===== src/rtl/ssr_pkg.sv =====
package ssr_pkg;

  typedef enum logic [1:0] {
    SS_IDLE = 2'd0,
    SS_RAMP = 2'd1,
    SS_HOLD = 2'd2
  } ss_state_e;

  // number of ticks a full ramp needs (ceiling division)
  function automatic int unsigned ramp_ticks(input int unsigned final_code,
                                             input int unsigned step);
    return (final_code + step - 1) / step;
  endfunction

endpackage


===== src/rtl/ssr_prescaler.sv =====
module ssr_prescaler #(
  parameter int unsigned TICK_DIV = 200
) (
  input  logic clk_i,
  input  logic rst_ni,
  input  logic clr_i,
  input  logic run_i,
  input  logic en_i,
  output logic tick_o
);
  localparam int unsigned CNT_W = (TICK_DIV > 1) ? $clog2(TICK_DIV) : 1;
  localparam logic [CNT_W-1:0] LAST = CNT_W'(TICK_DIV - 1);

  logic [CNT_W-1:0] cnt_q;
  logic             wrap_w;

  assign wrap_w = (cnt_q == LAST);
  assign tick_o = run_i & en_i & wrap_w & ~clr_i;

  always_ff @(posedge clk_i or negedge rst_ni) begin
    if (!rst_ni) begin
      cnt_q <= '0;
    end else if (clr_i || !run_i) begin
      cnt_q <= '0;
    end else if (en_i) begin
      cnt_q <= wrap_w ? '0 : cnt_q + 1'b1;
    end
  end

endmodule


===== src/rtl/ssr_ramp_core.sv =====
module ssr_ramp_core #(
  parameter int unsigned CODE_W     = 9,
  parameter int unsigned FINAL_CODE = 417,
  parameter int unsigned STEP_CODE  = 1
) (
  input  logic              clk_i,
  input  logic              rst_ni,
  input  logic              clear_i,
  input  logic              adv_i,
  output logic [CODE_W-1:0] code_o,
  output logic              last_step_o
);
  localparam logic [CODE_W-1:0] FINAL_V = CODE_W'(FINAL_CODE);
  localparam logic [CODE_W:0]   STEP_W  = (CODE_W+1)'(STEP_CODE);
  localparam logic [CODE_W:0]   FINAL_W = (CODE_W+1)'(FINAL_CODE);

  // saturating step toward the setpoint
  function automatic logic [CODE_W-1:0] sat_next(input logic [CODE_W-1:0] c);
    logic [CODE_W:0] sum;
    sum = {1'b0, c} + STEP_W;
    if (sum >= FINAL_W) return FINAL_V;
    return sum[CODE_W-1:0];
  endfunction

  logic [CODE_W-1:0] code_q;
  logic [CODE_W-1:0] next_w;

  assign next_w      = sat_next(code_q);
  assign last_step_o = adv_i & ~clear_i & (next_w == FINAL_V);
  assign code_o      = code_q;

  always_ff @(posedge clk_i or negedge rst_ni) begin
    if (!rst_ni) begin
      code_q <= '0;
    end else if (clear_i) begin
      code_q <= '0;
    end else if (adv_i) begin
      code_q <= next_w;
    end
  end

endmodule


===== src/rtl/ssr_ctrl.sv =====
module ssr_ctrl
  import ssr_pkg::*;
(
  input  logic clk_i,
  input  logic rst_ni,
  input  logic start_i,
  input  logic fault_i,
  input  logic last_step_i,
  output logic clr_o,
  output logic run_o,
  output logic active_o,
  output logic done_o
);
  ss_state_e state_q, state_d;

  always_comb begin
    state_d = state_q;
    if (fault_i) begin
      state_d = SS_IDLE;
    end else if (start_i) begin
      state_d = SS_RAMP;
    end else if (state_q == SS_RAMP && last_step_i) begin
      state_d = SS_HOLD;
    end
  end

  always_ff @(posedge clk_i or negedge rst_ni) begin
    if (!rst_ni) state_q <= SS_IDLE;
    else         state_q <= state_d;
  end

  assign clr_o    = start_i | fault_i;
  assign run_o    = (state_q == SS_RAMP);
  assign active_o = (state_q == SS_RAMP);
  assign done_o   = (state_q == SS_HOLD);

endmodule


===== src/rtl/ss_ref_ramp.sv =====
module ss_ref_ramp
  import ssr_pkg::*;
#(
  parameter int unsigned CODE_W     = 9,
  parameter int unsigned FINAL_CODE = 417,
  parameter int unsigned STEP_CODE  = 1,
  parameter int unsigned TICK_DIV   = 200
) (
  input  logic              clk_i,
  input  logic              rst_ni,
  input  logic              start_i,
  input  logic              fault_i,
  input  logic              tick_en_i,
  output logic [CODE_W-1:0] ref_code_o,
  output logic              ss_active_o,
  output logic              ss_done_o
);
  localparam int unsigned NUM_TICKS = ramp_ticks(FINAL_CODE, STEP_CODE);

  // internal events, named for the checker
  logic tick_w;
  logic last_step_w;
  logic clr_w;
  logic run_w;

  ssr_ctrl u_ctrl (
    .clk_i       (clk_i),
    .rst_ni      (rst_ni),
    .start_i     (start_i),
    .fault_i     (fault_i),
    .last_step_i (last_step_w),
    .clr_o       (clr_w),
    .run_o       (run_w),
    .active_o    (ss_active_o),
    .done_o      (ss_done_o)
  );

  ssr_prescaler #(.TICK_DIV(TICK_DIV)) u_presc (
    .clk_i  (clk_i),
    .rst_ni (rst_ni),
    .clr_i  (clr_w),
    .run_i  (run_w),
    .en_i   (tick_en_i),
    .tick_o (tick_w)
  );

  ssr_ramp_core #(
    .CODE_W     (CODE_W),
    .FINAL_CODE (FINAL_CODE),
    .STEP_CODE  (STEP_CODE)
  ) u_core (
    .clk_i       (clk_i),
    .rst_ni      (rst_ni),
    .clear_i     (clr_w),
    .adv_i       (tick_w),
    .code_o      (ref_code_o),
    .last_step_o (last_step_w)
  );

  if (NUM_TICKS == 0 || FINAL_CODE >= (1 << CODE_W)) begin : g_bad_cfg
    initial $display("ss_ref_ramp: setpoint does not fit CODE_W or is zero");
  end

endmodule


===== config.mk =====
export PLATFORM = sky130hd
export DESIGN_NAME = ss_ref_ramp
export DESIGN_NICKNAME = d
export VERILOG_FILES = /design/src/rtl/ssr_pkg.sv /design/src/rtl/ssr_prescaler.sv /design/src/rtl/ssr_ramp_core.sv /design/src/rtl/ssr_ctrl.sv /design/src/rtl/ss_ref_ramp.sv
export SDC_FILE = /design/constraint.sdc
export NUM_CORES = 1
export LEC_CHECK = 0
export ABC_AREA = 1
export BUFFER_PORTS_ARGS = -buffer_cell sky130_fd_sc_hd__buf_2
export CAP_MARGIN = 10
export CORE_MARGIN = 2
export CORE_UTILIZATION = 56
export CTS_CLUSTER_DIAMETER = 40
export DETAILED_ROUTE_END_ITERATION = 7
export GPL_ROUTABILITY_DRIVEN = 0
export PLACE_DENSITY = 0.78
export SLEW_MARGIN = 5
export SYNTH_ARGS = -nofsm -noshare
export SYNTH_HDL_FRONTEND = slang
export SYNTH_SLANG_ARGS = --single-unit

===== constraint.sdc =====
create_clock -name clk_i -period 2.29 [get_ports clk_i]
set_input_delay 0 -clock clk_i [delete_from_list [all_inputs] [get_ports clk_i]]
set_output_delay 0 -clock clk_i [all_outputs]
set_load 0.01 [all_outputs]

# Word level (Yosys, flattened, before mapping)
# Cells that the tools add are included.
# word_totals
ff_bits,19
wordCells,34
inputBits,5
out_inout_bits,11
# classes
reduce_logical,6
add_sub_neg,2
bitwise,7
n_eq_ne,4
order_cmp,1
mux,11
# op_table
op,n
9-bit 2-to-1 mux,4
8-bit 2-to-1 mux,3
9-bit by 1-bit adder with 10-bit output (second input constant),1
10-bit by 9-bit >= comparator with 1-bit output (second input constant),1
9-bit equality test (second input constant),1
8-bit by 1-bit adder with 8-bit output (second input constant),1
8-bit equality test (second input constant),1
2-bit 2-to-1 mux,3
1-bit AND,5
2-bit nonzero test,2
3-bit nonzero test,1
2-bit by 1-bit equality test with 1-bit output (second input constant),1
2-bit equality test (second input constant),1
1-bit logical AND,1
1-bit logical NOT,1
1-bit logical OR,1
1-bit 2-to-1 mux,1
1-bit NOT,1
1-bit bitwise OR,1

# Logic depth before layout (Yosys ltp)
# Gate-level depths: netlist (run 1).
# depth
ltp_word,10
mapped_depth,15
ltp_nobuf,15

# Hierarchy
# A second synthesis (run 1) with hierarchy kept.
# unflattened
hier_cells,183
area_unflattened_um2,1300.0
# by_module_without_submodules
module,seq_area_each_um2,instances,cells_each,area_each_um2
ssr_ramp_core,225.2,1,102,689.4
ssr_prescaler,200.2,1,66,493.0
ssr_ctrl,50.0,1,15,117.6

# Worst setup path before layout (run 1)
# Ideal clock, no wire load.
# synth_timing
path_type,reg-to-reg
startpoint,"register u_core.code_q[1], in the netlist u_core.code_o[1]"
endpoint,register u_ctrl.state_q[0]
setup_slack_ps,404
path_buffers,0
stages_incl_launch_ff,15
t_arrival_ps,1769
t_required_ps,2173
setup_time_ps,117
synth_period_minus_slack_ps,1886
path_cell_list,dfrtp_1 ha_1 nand3_2 nor2_4 nand2_1 nand2_1 nand2_2 nor2_4 nand2_2 nand3_1 nand3_1 nor2_1 nand2_1 nand2_1 a21oi_2
# synth_between
elab_chain_cells,8
# synth_rtl
element,line_no,rtl
start: declaration,ssr_ramp_core.sv:25,logic [CODE_W-1:0] code_q;
start signal: assignment,ssr_ramp_core.sv:38,code_q <= next_w;
9-bit by 1-bit adder with 10-bit output (*),ssr_ramp_core.sv:20,"sum = {1'b0, c} + STEP_W;"
10-bit by 9-bit >= comparator with 1-bit output,ssr_ramp_core.sv:21,if (sum >= FINAL_W) return FINAL_V;
1-bit 2-to-1 mux,ssr_ramp_core.sv:21,
9-bit 2-to-1 mux (*),ssr_ramp_core.sv:22,return sum[CODE_W-1:0];
9-bit equality test (*),ssr_ramp_core.sv:29,assign last_step_o = adv_i & ~clear_i & (next_w == FINAL_V);
1-bit AND (*),ssr_ramp_core.sv:29,
1-bit logical AND (*),ssr_ctrl.sv:22,end else if (state_q == SS_RAMP && last_step_i) begin
3-bit nonzero test (no source line) (*),--,
end signal: assignment,ssr_ctrl.sv:29,else state_q <= state_d;
end: declaration,ssr_ctrl.sv:14,"ss_state_e state_q, state_d;"
# Mark *: on every way between the ends. The rest lies on a longest branch, timed or not.
# A chain may end at the register's enable or synchronous reset.

# Worst setup path after layout (run 1)
# Same ends and word-level chain as after synthesis.

==> results of run 1 <==
## what timing repair did
| action | CTS | global route |
|---|---|---|
| endpoints found under the setup margin | 0 | 0 |
| setup buffers | 0 | 0 |
| hold endpoints to repair | 20 | 0 |
| hold buffers | 3 | 0 |
## state kept, by name, indices dropped and copies added, names as in the netlist
signal,count
u_ctrl.state_q,2
u_core.code_o,9
u_presc.cnt_q,8
## cell type report
cell class                      count  area (um^2)  area share (%)
Sequential cell                    19          475            33.7
Clock inverter                      1         5.00           0.355
Timing Repair Buffer               19          113            7.99
Inverter                           27          101            7.19
Tap cell                           28         35.0            2.49
Clock buffer                        3         22.5            1.60
Multi-Input combinational cell    119          657            46.6
## Yosys cell counts, types with 2 or more instances
cell      count
o22ai_1       2
dfrtp_1      19
nor2_1       15
nand2_1      37
o211ai_1      2
nand2_2       7
a21oi_1       8
inv_1        25
xor2_1        2
o32ai_1       3
nand3_1      11
nor2_4        3
o31ai_1       2
a21oi_2       2
nand4_1       4
o21ai_0       9
ha_1          3
## metrics by stage
step | instance area, um^2 | cells | setup WS, ns
detailed placement | 1350 | 209 | 0.281
floorplan | 1250 | 167 | 0.404
global placement | 1350 | 209 | 0.331
CTS | 1410 | 216 | 0.268
global route | 1410 | 216 | 0.0614
finish | 1410 | 216 | 0.265
## layer usage
layer  vias up  routed length, um  global-route usage [%]
li1        587                  -                       -
met1       530               1190                    32.4
met2        43               1150                    35.9
met3         6                173                    2.63
met4         0                 31                    8.77
met5         -                  0                       0
## worst min path at each step
stage | start | to | slack [ns] | cells after the start
2_1_floorplan | rst_ni | u_core.code_o[0] | -0.30 | 0
3_3_place_gp | rst_ni | u_core.code_o[4] | -0.04 | 1
3_5_place_dp | rst_ni | u_core.code_o[4] | -0.04 | 1
4_1_cts | tick_en_i | u_presc.cnt_q[1] | 0.01 | 3
5_1_grt | tick_en_i | u_presc.cnt_q[1] | 0.02 | 3
6_report | tick_en_i | u_presc.cnt_q[1] | 0.01 | 3
## worst max-delay path: cells and delay by family (launching register included)
family	cells	cell delay (ns)
compound gates	1	0.05
fa+ha+maj	1	0.29
flops	1	0.48
simple gates	12	1.11
## kinds of logic after synthesis
logic type | Yosys count | synth area share (%)
and+or+nand+nor | 84 | 32.9
xor gates and xnor gates | 2 | 1.40
adders and majority gates | 3 | 3.00
DFF | 19 | 38.0
buffers and inverters | 29 | 9.41
AOI/OAI and AO/OA | 30 | 15.2
## cell usage in the layout, fill, tap and decap left out, types with 2 or more instances in the layout
| master | synthesis | routed |
|---|---|---|
| a21oi_1 | 8 | 8 |
| dfrtp_1 | 19 | 19 |
| nand2_2 | 7 | 7 |
| o211ai_1 | 2 | 2 |
| o31ai_1 | 2 | 2 |
| o21ai_0 | 9 | 9 |
| nand4_1 | 4 | 4 |
| xor2_1 | 2 | 2 |
| buf_2 | 1 | 15 |
| a21oi_2 | 2 | 2 |
| o32ai_1 | 3 | 3 |
| nand3_1 | 11 | 11 |
| o22ai_1 | 2 | 2 |
| nor2_1 | 15 | 15 |
| nor2_4 | 3 | 3 |
| inv_1 | 25 | 25 |
| ha_1 | 3 | 3 |
| nand2_1 | 37 | 37 |
| dlygate4sd3_1 | 0 | 3 |
| clkbuf_4 | 0 | 3 |
## where the power goes
group	leakage, uW	switching, uW	internal, uW	total [uW]
clock	0.0000177	105	65.0	170
combinational	0.000371	20.2	10.1	30.2
sequential	0.000264	1.34	337	338
==> impl_results.md, run 1 <==
- Vias in the first global route: 1104
- Starting Density: 57.6%
- Synth Net Count: 175
- Residual DRC: 0
- Synth top area share: 38.0%
- Post-synth EDFFs: 0
- Global route total overflow: 0
- Pwr Total: 538 uW
- Initial antenna violation count: 0
- Pwr dens: 382 mW/mm^2
- RSZ-0062 raised after global routing: no
- H-tree levels: 1
- Final Cycle Share: 88.4%
- Post-route setup TNS: 0 ns
- Core ar.: 0.00217 mm^2
- CP max stage cell: dfrtp_1
- Num ports: 16
- Largest net degree at the start of global routing: 20
- Layout fillers: 179
- TritonCTS clock tree: yes
- Fraction of registers with async set/reset: 100%
- Worst EP arrival: 2.22 ns
- Clk buf depth: 2
- Worst R2R Path Depth: 14
- Detail Placement HPWL: 1960 um
- Clk_lat worst skew: 0.29 ns
- Setup CP Type: flip-flop to flip-flop
- CP required: 2.49 ns
- Status: finished, final reports clean
- Full die area: 0.00263 mm^2
- Setup violations, final: 0
- Avg Cell Area, Syn: 7.48 um^2
- Cells after synthesis: 167
- Top_reg_cell synth: dfrtp_1
- CTS sink cnt: 19
- Slew @ Worst Pin: 0.426 ns
- WL/cell: 11.8 um
- R2r startpoint: u_core.code_o[1]
- Crit path cell chain: ha_1 > nand3_2 > nor2_4 > nand2_1 > nand2_1 > nand2_2 > nor2_4 > nand2_2 > nand3_1 > nand3_1 > nor2_1 > nand2_1 > nand2_1 > a21oi_2
- Area leader, netlist: dfrtp_1
- First-pass GRT wire length: 4560 um
- End of the worst register-to-register path: u_ctrl.state_q[0]
- Die X: 51.2 um
- Crit path capture: u_ctrl.state_q[0]
- Critical path endpoint category: flip-flop
- Yosys warning total: 0
- Most frequent CP cell: nand2_1
- Post_cts resized: 0
- Critical path origin: u_core.code_o[1]
- Starting DRT DRC Count: 47
- CP peak stage delay: 0.48 ns
- Reg2Reg Setup Slack: 0.27 ns
- TritonCTS buffer count: 3
- Ranking of synthesized cells by area: dfrtp_1 (38%), nand2_1 (11%), inv_1 (7.5%)
- Fin util: 64.9%
- Post-synthesis cell area: 0.00125 mm^2
- Die height: 51.2 um
- Clock Pin Slew Worst Setup and Hold Paths: 0.11 ns
- Leak pwr: 0.000653 uW
- Root Driver: clkbuf_4
- Max FO, Critical Path: 6
- Post-detailed-route count of antenna-violating nets: 0
- Sequential share of the synthesized area: 38.0%
- Worst Hold Class: input pin to flip-flop
- Final Hold Fails: 0
- GRT Total Usage: 22.9%
- Maximum capacitance violations: 0
- Final net count: 197
- N_diodes: 0
- Drt first pass iters: 4
- IR drop worst, VDD: 0.000234 V
- Total wire length: 2540 um
- Tmin final: 2.02 ns
- Row cnt: 17
- Area growth from synthesis to final layout: 12.7%
- Slew Limit Fails: 0
- Fmax: 494 MHz
- Distinct cells, synth: 30
- PortBufs: 15
- Worst hold slack: 0.0132 ns
- Max_slew headroom: 71.6%
- Layout cells sized above 1: 19.7%
- Type of origin of the critical path: flip-flop
- Vias: 1166
- Number of synthesized register bits: 19
- Drt via density: 5.40
- Worst Skew: 0.00385 ns
Note: power is estimated with default switching activity, not from simulation.
==> run 2, diff against run 1 <==
==> constraint.sdc (replaced) <==
create_clock -name clk_i -period 2.29 [get_ports clk_i]
set_input_delay 0.3435 -clock clk_i [delete_from_list [all_inputs] [get_ports clk_i]]
set_output_delay 0.3435 -clock clk_i [all_outputs]
set_load 0.01 [all_outputs]
==> run 2 against run 1 <==
Clock power up 2%. Highest routed layer unchanged. Worst hold slack better by 0.18 ns. Flip-flop and latch count unchanged. Count of clock-buffer cells in the layout up 1. First-iteration DRC count unchanged. Combinational power down 6%. Critical path type unchanged. Fmax down 2.2%. Non-clock buffer count down 1. Register-to-register slack worse by 0.04 ns. Largest power group unchanged. Die area unchanged. Sequential share of layout area up 0.33 points. Critical path depth unchanged.
==> impl_results.md, run 2 (synthesized netlist as in run 1, its figures left out) <==
- Worst EP arrival: 2.28 ns (+0.06 ns)
- Placed Cells: 210 (+0.48%)
- Maximum capacitance violations: 0 (unchanged)
- Die height: 51.2 um (unchanged)
- Fmax: 483 MHz (-2.2%)
- Status: finished, final reports clean
- Total wire length: 2640 um (+3.9%)
- Starting Density: 57.6% (unchanged)
- Setup ws final: 0.220 ns (-0.0448 ns)
- Worst Hold Class: input pin to flip-flop
- Final Hold Fails: 0 (unchanged)
- PortBufs: 15 (unchanged)
- Largest net degree at the start of global routing: 20 (unchanged)
- GRT Total Usage: 23.6% (+0.76 points)
- Flip-flop count of the largest register after layout: 9 (unchanged)
- Dpl cell area: 0.00136 mm^2 (+0.56%)
- Detail Placement HPWL: 1990 um (+1.5%)
- Core ar.: 0.00217 mm^2 (unchanged)
- Critical path endpoint category: flip-flop
- TritonCTS clock tree: yes
- Fin area: 0.00140 mm^2 (-0.98%)
- Clock Pin Slew Worst Setup and Hold Paths: 0.11 ns (about the same)
- Setup violations, final: 0 (unchanged)
- Post-Layout Cell Count: 215 (-0.46%)
- Root Driver: clkbuf_4
- Leak pwr: 0.000647 uW (-0.87%)
- Final net count: 196 (-0.51%)
- Final Cycle Share: 90.4% (+2.0 points)
- Drt via density: 5.50 (+1.8%)
- N_diodes: 0 (unchanged)
- Initial antenna violation count: 0 (unchanged)
- Slew Limit Fails: 0 (unchanged)
- Residual DRC: 0 (unchanged)
- TritonCTS buffer count: 3 (unchanged)
- WL/cell: 12.3 um (+4.4%)
- Layout cells sized above 1: 19.8% (+0.11 points)
- Layout fillers: 202 (+13%)
- Slew @ Worst Pin: 0.429 ns (+0.00243 ns)
- Vias in the first global route: 1127 (+2.1%)
- Max_slew headroom: 71.4% (-0.16 points)
- Worst Skew: 0.00271 ns (-0.00114 ns)
- Worst hold slack: 0.193 ns (+0.179 ns)
- DP Worst Slack: 0.262 ns (-0.0196 ns)
- Area growth from synthesis to final layout: 11.6%
- Most frequent cells in the layout: nand2_1 (37), inv_1 (25), dfrtp_1 (19), nor2_1 (15), buf_2 (15)
- Tmin final: 2.07 ns (+0.0448 ns)
- Row cnt: 17 (unchanged)
- H-tree levels: 1 (unchanged)
- Global route total overflow: 0 (unchanged)
- Num ports: 16 (unchanged)
- Starting DRT DRC Count: 47 (unchanged)
- CTS sink cnt: 19 (unchanged)
- CP required: 2.50 ns (about the same)
- Drt first pass iters: 4 (unchanged)
- Vias: 1182 (+1.4%)
- Clk_lat worst skew: 0.30 ns (about the same)
- IR drop worst, VDD: 0.000287 V (+23%)
- Setup CP Type: flip-flop to flip-flop
- Clk buf depth: 2 (unchanged)
- Type of origin of the critical path: flip-flop
- Die X: 51.2 um (unchanged)
- Full die area: 0.00263 mm^2 (unchanged)
- Max FO, Critical Path: 6 (unchanged)
- RSZ-0062 raised after global routing: no
- Post-route setup TNS: 0 ns (unchanged)
- Post_cts resized: 0 (unchanged)
- First-pass GRT wire length: 4730 um (+3.6%)
- Post-detailed-route count of antenna-violating nets: 0 (unchanged)
- Setup bufs post-CTS: 0 (unchanged)
- Leading cell type in the layout, fill and taps excluded: nand2_1
- Pwr dens: 388 mW/mm^2 (+1.5%)
[run 2: layout make-up]
class | count | area, um^2 | share of cell area (%)
Multi-Input combinational cell | 119 | 657 | 47.1
Sequential cell | 19 | 475 | 34.1
Inverter | 27 | 101 | 7.26
Timing Repair Buffer | 18 | 100 | 7.17
Tap cell | 28 | 35.0 | 2.51
Clock buffer | 4 | 26.3 | 1.88
[run 2: timing repair]
action | CTS | global route
hold buffers | 1 | 0
endpoints found under the hold margin | 19 | 0
endpoints found under the setup margin | 0 | 0
[run 2: layer usage]
layer | routed length (um) | GRT usage [%]
met1 | 1250 | 33.8
met2 | 1190 | 36.4
met3 | 146 | 1.75
met4 | 63 | 11.4
met5 | 0 | 0
[run 2: worst paths after layout]
check                                       from           endpoint  slack (ns)  cells after the start
worst min-delay path                     fault_i  u_ctrl.state_q[0]        0.19                      2
min in group asynchronous                 rst_ni   u_core.code_o[5]        0.50                      2
worst min register to register  u_presc.cnt_q[1]   u_presc.cnt_q[1]        0.53                      2
worst max-delay path            u_core.code_o[1]  u_ctrl.state_q[0]        0.22                     14
worst max register to register  u_core.code_o[1]  u_ctrl.state_q[0]        0.22                     14
max in group asynchronous                 rst_ni  u_ctrl.state_q[1]        1.49                      2
[run 2: metrics by stage]
stage	util [%]	power, uW
finish	64.3	541
detailed placement	62.6	372
global placement	62.6	372
floorplan	-	356
CTS	64.3	545
global route	64.3	570
[run 2: critical path: stages (launching register included)]
cell     delay, ns
dfrtp_1       0.48
ha_1          0.29
nand3_2       0.13
nor2_4        0.14
nand2_1       0.07
nand2_1       0.08
nand2_2       0.07
nor2_4        0.13
nand2_2       0.07
nand3_1       0.10
nand3_1       0.09
nor2_1        0.11
nand2_1       0.09
nand2_1       0.09
a21oi_2       0.05
[run 2: report_power, final]
group          internal, uW  leakage [uW]  total (uW)  switching [uW]
Sequential              337      0.000264         338            1.28
Combinational          8.30      0.000368        28.5            20.2
Clock                  68.0     0.0000150         174             107
==> run 3, diff against run 2 <==
==> constraint.sdc (replaced) <==
create_clock -name clk_i -period 2.29 [get_ports clk_i]
set_input_delay 0.687 -clock clk_i [delete_from_list [all_inputs] [get_ports clk_i]]
set_output_delay 0.687 -clock clk_i [all_outputs]
set_load 0.01 [all_outputs]
==> run 3 against run 2 <==
Routed wire length decreased by 2.0%. Utilization decreased by 0.29 points. Total power increased by 0.23%. Die area unchanged. Flip-flop and latch count unchanged. Critical endpoint unchanged. Highest routed layer unchanged.
==> impl_results.md, run 3 (synthesized netlist as in run 1, its figures left out) <==
- Status: finished, final reports clean
- TritonCTS buffer count: 3 (unchanged)
- WL/cell: 12.1 um (-1.5%)
- Initial antenna violation count: 0 (unchanged)
- Clk pwr share: 32.6% (+0.4 points)
- H-tree levels: 1 (unchanged)
- IR drop worst, VDD: 0.000276 V (-3.9%)
- Final Hold Fails: 0 (unchanged)
- Footprint of the multi-input gates: 659 um^2 (+0.38%)
- Leak pwr: 0.000643 uW (-0.71%)
- Flip-flop count of the largest register after layout: 9 (unchanged)
- Clk buf depth: 2 (unchanged)
- Residual DRC: 0 (unchanged)
- Core ar.: 0.00217 mm^2 (unchanged)
- Clock Pin Slew Worst Setup and Hold Paths: 0.11 ns (about the same)
- Switching share of power: 24.5% (+0.87 points)
- Setup violations, final: 0 (unchanged)
- Pwr dens: 391 mW/mm^2 (+0.68%)
- Die height: 51.2 um (unchanged)
- Cts hold-fix bufs: 0 (-1)
- Type of origin of the critical path: flip-flop
- Sequential power share: 62.4% (about the same)
- Layout cells sized above 1: 21.0% (+1.2 points)
- Layout fillers: 203 (+0.50%)
- RSZ-0062 raised after global routing: no
- TritonCTS clock tree: yes
- Clk_lat worst skew: 0.31 ns (about the same)
- Drt via density: 5.37 (-2.3%)
- Full die area: 0.00263 mm^2 (unchanged)
- GRT Total Usage: 23.6% (about the same)
- Post-route setup TNS: 0 ns (unchanged)
- Worst EP arrival: 2.29 ns (about the same)
- Comb pwr share: 5.0% (-0.3 points)
- Slew Limit Fails: 0 (unchanged)
- Final net count: 195 (-0.51%)
- DP Worst Slack: 0.205 ns (-0.0567 ns)
- Starting Density: 57.6% (unchanged)
- Vias in the first global route: 1089 (-3.4%)
- Worst Skew: 0.00122 ns (-0.00149 ns)
- Area growth from synthesis to final layout: 11.1%
- Critical path endpoint category: flip-flop
- Slew @ Worst Pin: 0.413 ns (-0.0161 ns)
- Global route total overflow: 0 (unchanged)
- Maximum capacitance violations: 0 (unchanged)
- Largest net degree at the start of global routing: 20 (unchanged)
- Detail Placement HPWL: 1980 um (-0.67%)
- CTS sink cnt: 19 (unchanged)
- Final Cycle Share: 90.9% (+0.50 points)
- N_diodes: 0 (unchanged)
- Most frequent cells in the layout: nand2_1 (37), inv_1 (25), dfrtp_1 (19), nor2_1 (15), buf_2 (15)
- Tmin final: 2.08 ns (+0.0115 ns)
- Setup ws final: 0.209 ns (-0.0115 ns)
- Max FO, Critical Path: 6 (unchanged)
- Starting DRT DRC Count: 36 (-23%)
- Drt first pass iters: 4 (unchanged)
- First-pass GRT wire length: 4660 um (-1.3%)
- Die X: 51.2 um (unchanged)
- Setup CP Type: flip-flop to flip-flop
- Leading cell type in the layout, fill and taps excluded: nand2_1
- CP required: 2.50 ns (about the same)
- Fmax: 480 MHz (-0.55%)
- Row cnt: 17 (unchanged)
- NetSw: 133 uW (+3.9%)
- Vias: 1149 (-2.8%)
- Root Driver: clkbuf_4
- Register area: 475 um^2 (unchanged)
- Post-detailed-route count of antenna-violating nets: 0 (unchanged)
- Num ports: 16 (unchanged)
- Cell Int Power: 409 uW (-0.91%)
- PortBufs: 15 (unchanged)
- Max_slew headroom: 72.5% (+1.1 points)
- Total wire length: 2590 um (-2.0%)
- Worst Hold Class: input pin to async pin
run 3: layout make-up:
class / instances / share of cell area, %
Clock buffer: 3 / 1.62
Clock inverter: 1 / 0.360
Inverter: 27 / 7.30
Multi-Input combinational cell: 119 / 47.5
Sequential cell: 19 / 34.2
Tap cell: 28 / 2.52
Timing Repair Buffer: 17 / 6.49
run 3: worst paths after layout:
check / from / endpoint / slack, ns / cells after the start
min in group clk_i: fault_i / u_ctrl.state_q[0] / 0.53 / 2
setup / recovery: u_core.code_o[1] / u_ctrl.state_q[0] / 0.21 / 14
hold reg to reg: u_presc.cnt_q[1] / u_presc.cnt_q[1] / 0.53 / 2
setup reg to reg: u_core.code_o[1] / u_ctrl.state_q[0] / 0.21 / 14
hold / removal: rst_ni / u_core.code_o[3] / 0.29 / 1
max in group asynchronous: rst_ni / u_core.code_o[5] / 1.71 / 1
run 3: power by group through the flow:
stage | Sequential (uW) | Clock [uW] | Combinational, uW
6_report | 338 | 177 | 27.2
3_3_place_gp | 345 | 0 | 26.7
2_1_floorplan | 345 | 0 | 11.4
3_5_place_dp | 345 | 0 | 27.3
5_1_grt | 339 | 198 | 31.5
4_1_cts | 338 | 183 | 27.4
run 3: what timing repair did:
item,4_1_cts,5_1_grt
gates resized for setup,0,1
endpoints found under the setup margin,0,1
endpoints found under the hold margin,0,0
buffers inserted,0,0
run 3: metrics by stage:
step | instances | hold slack (ns) | util (%) | power [uW] | area (um^2)
3_3_place_gp | 210 | 0.488 | 62.6 | 371 | 1360
4_1_cts | 214 | 0.295 | 63.9 | 549 | 1390
6_report | 214 | 0.290 | 64.0 | 542 | 1390
3_5_place_dp | 210 | 0.504 | 62.6 | 372 | 1360
5_1_grt | 214 | 0.307 | 64.0 | 568 | 1390
2_1_floorplan | 167 | 0.391 | - | 356 | 1250
run 3: routing by layer:
metal  wire length [um]  GRT usage (%)  share of wire, %  up-vias
li1                   -              -                 -      586
met2               1140           34.8                44       38
met1               1260           34.8                49      520
met3                138           2.92               5.3        5
met5                  0              0                 0        -
met4                 48           10.5               1.9        0
run 3: critical path: stages (launching register included):
cell	delay, ns
dfrtp_1	0.49
ha_2	0.29
nand3_2	0.12
nor2_4	0.15
nand2_1	0.06
nand2_1	0.08
nand2_2	0.07
nor2_4	0.12
nand2_2	0.07
nand3_1	0.10
nand3_1	0.08
nor2_1	0.11
nand2_1	0.10
nand2_1	0.10
a21oi_2	0.05
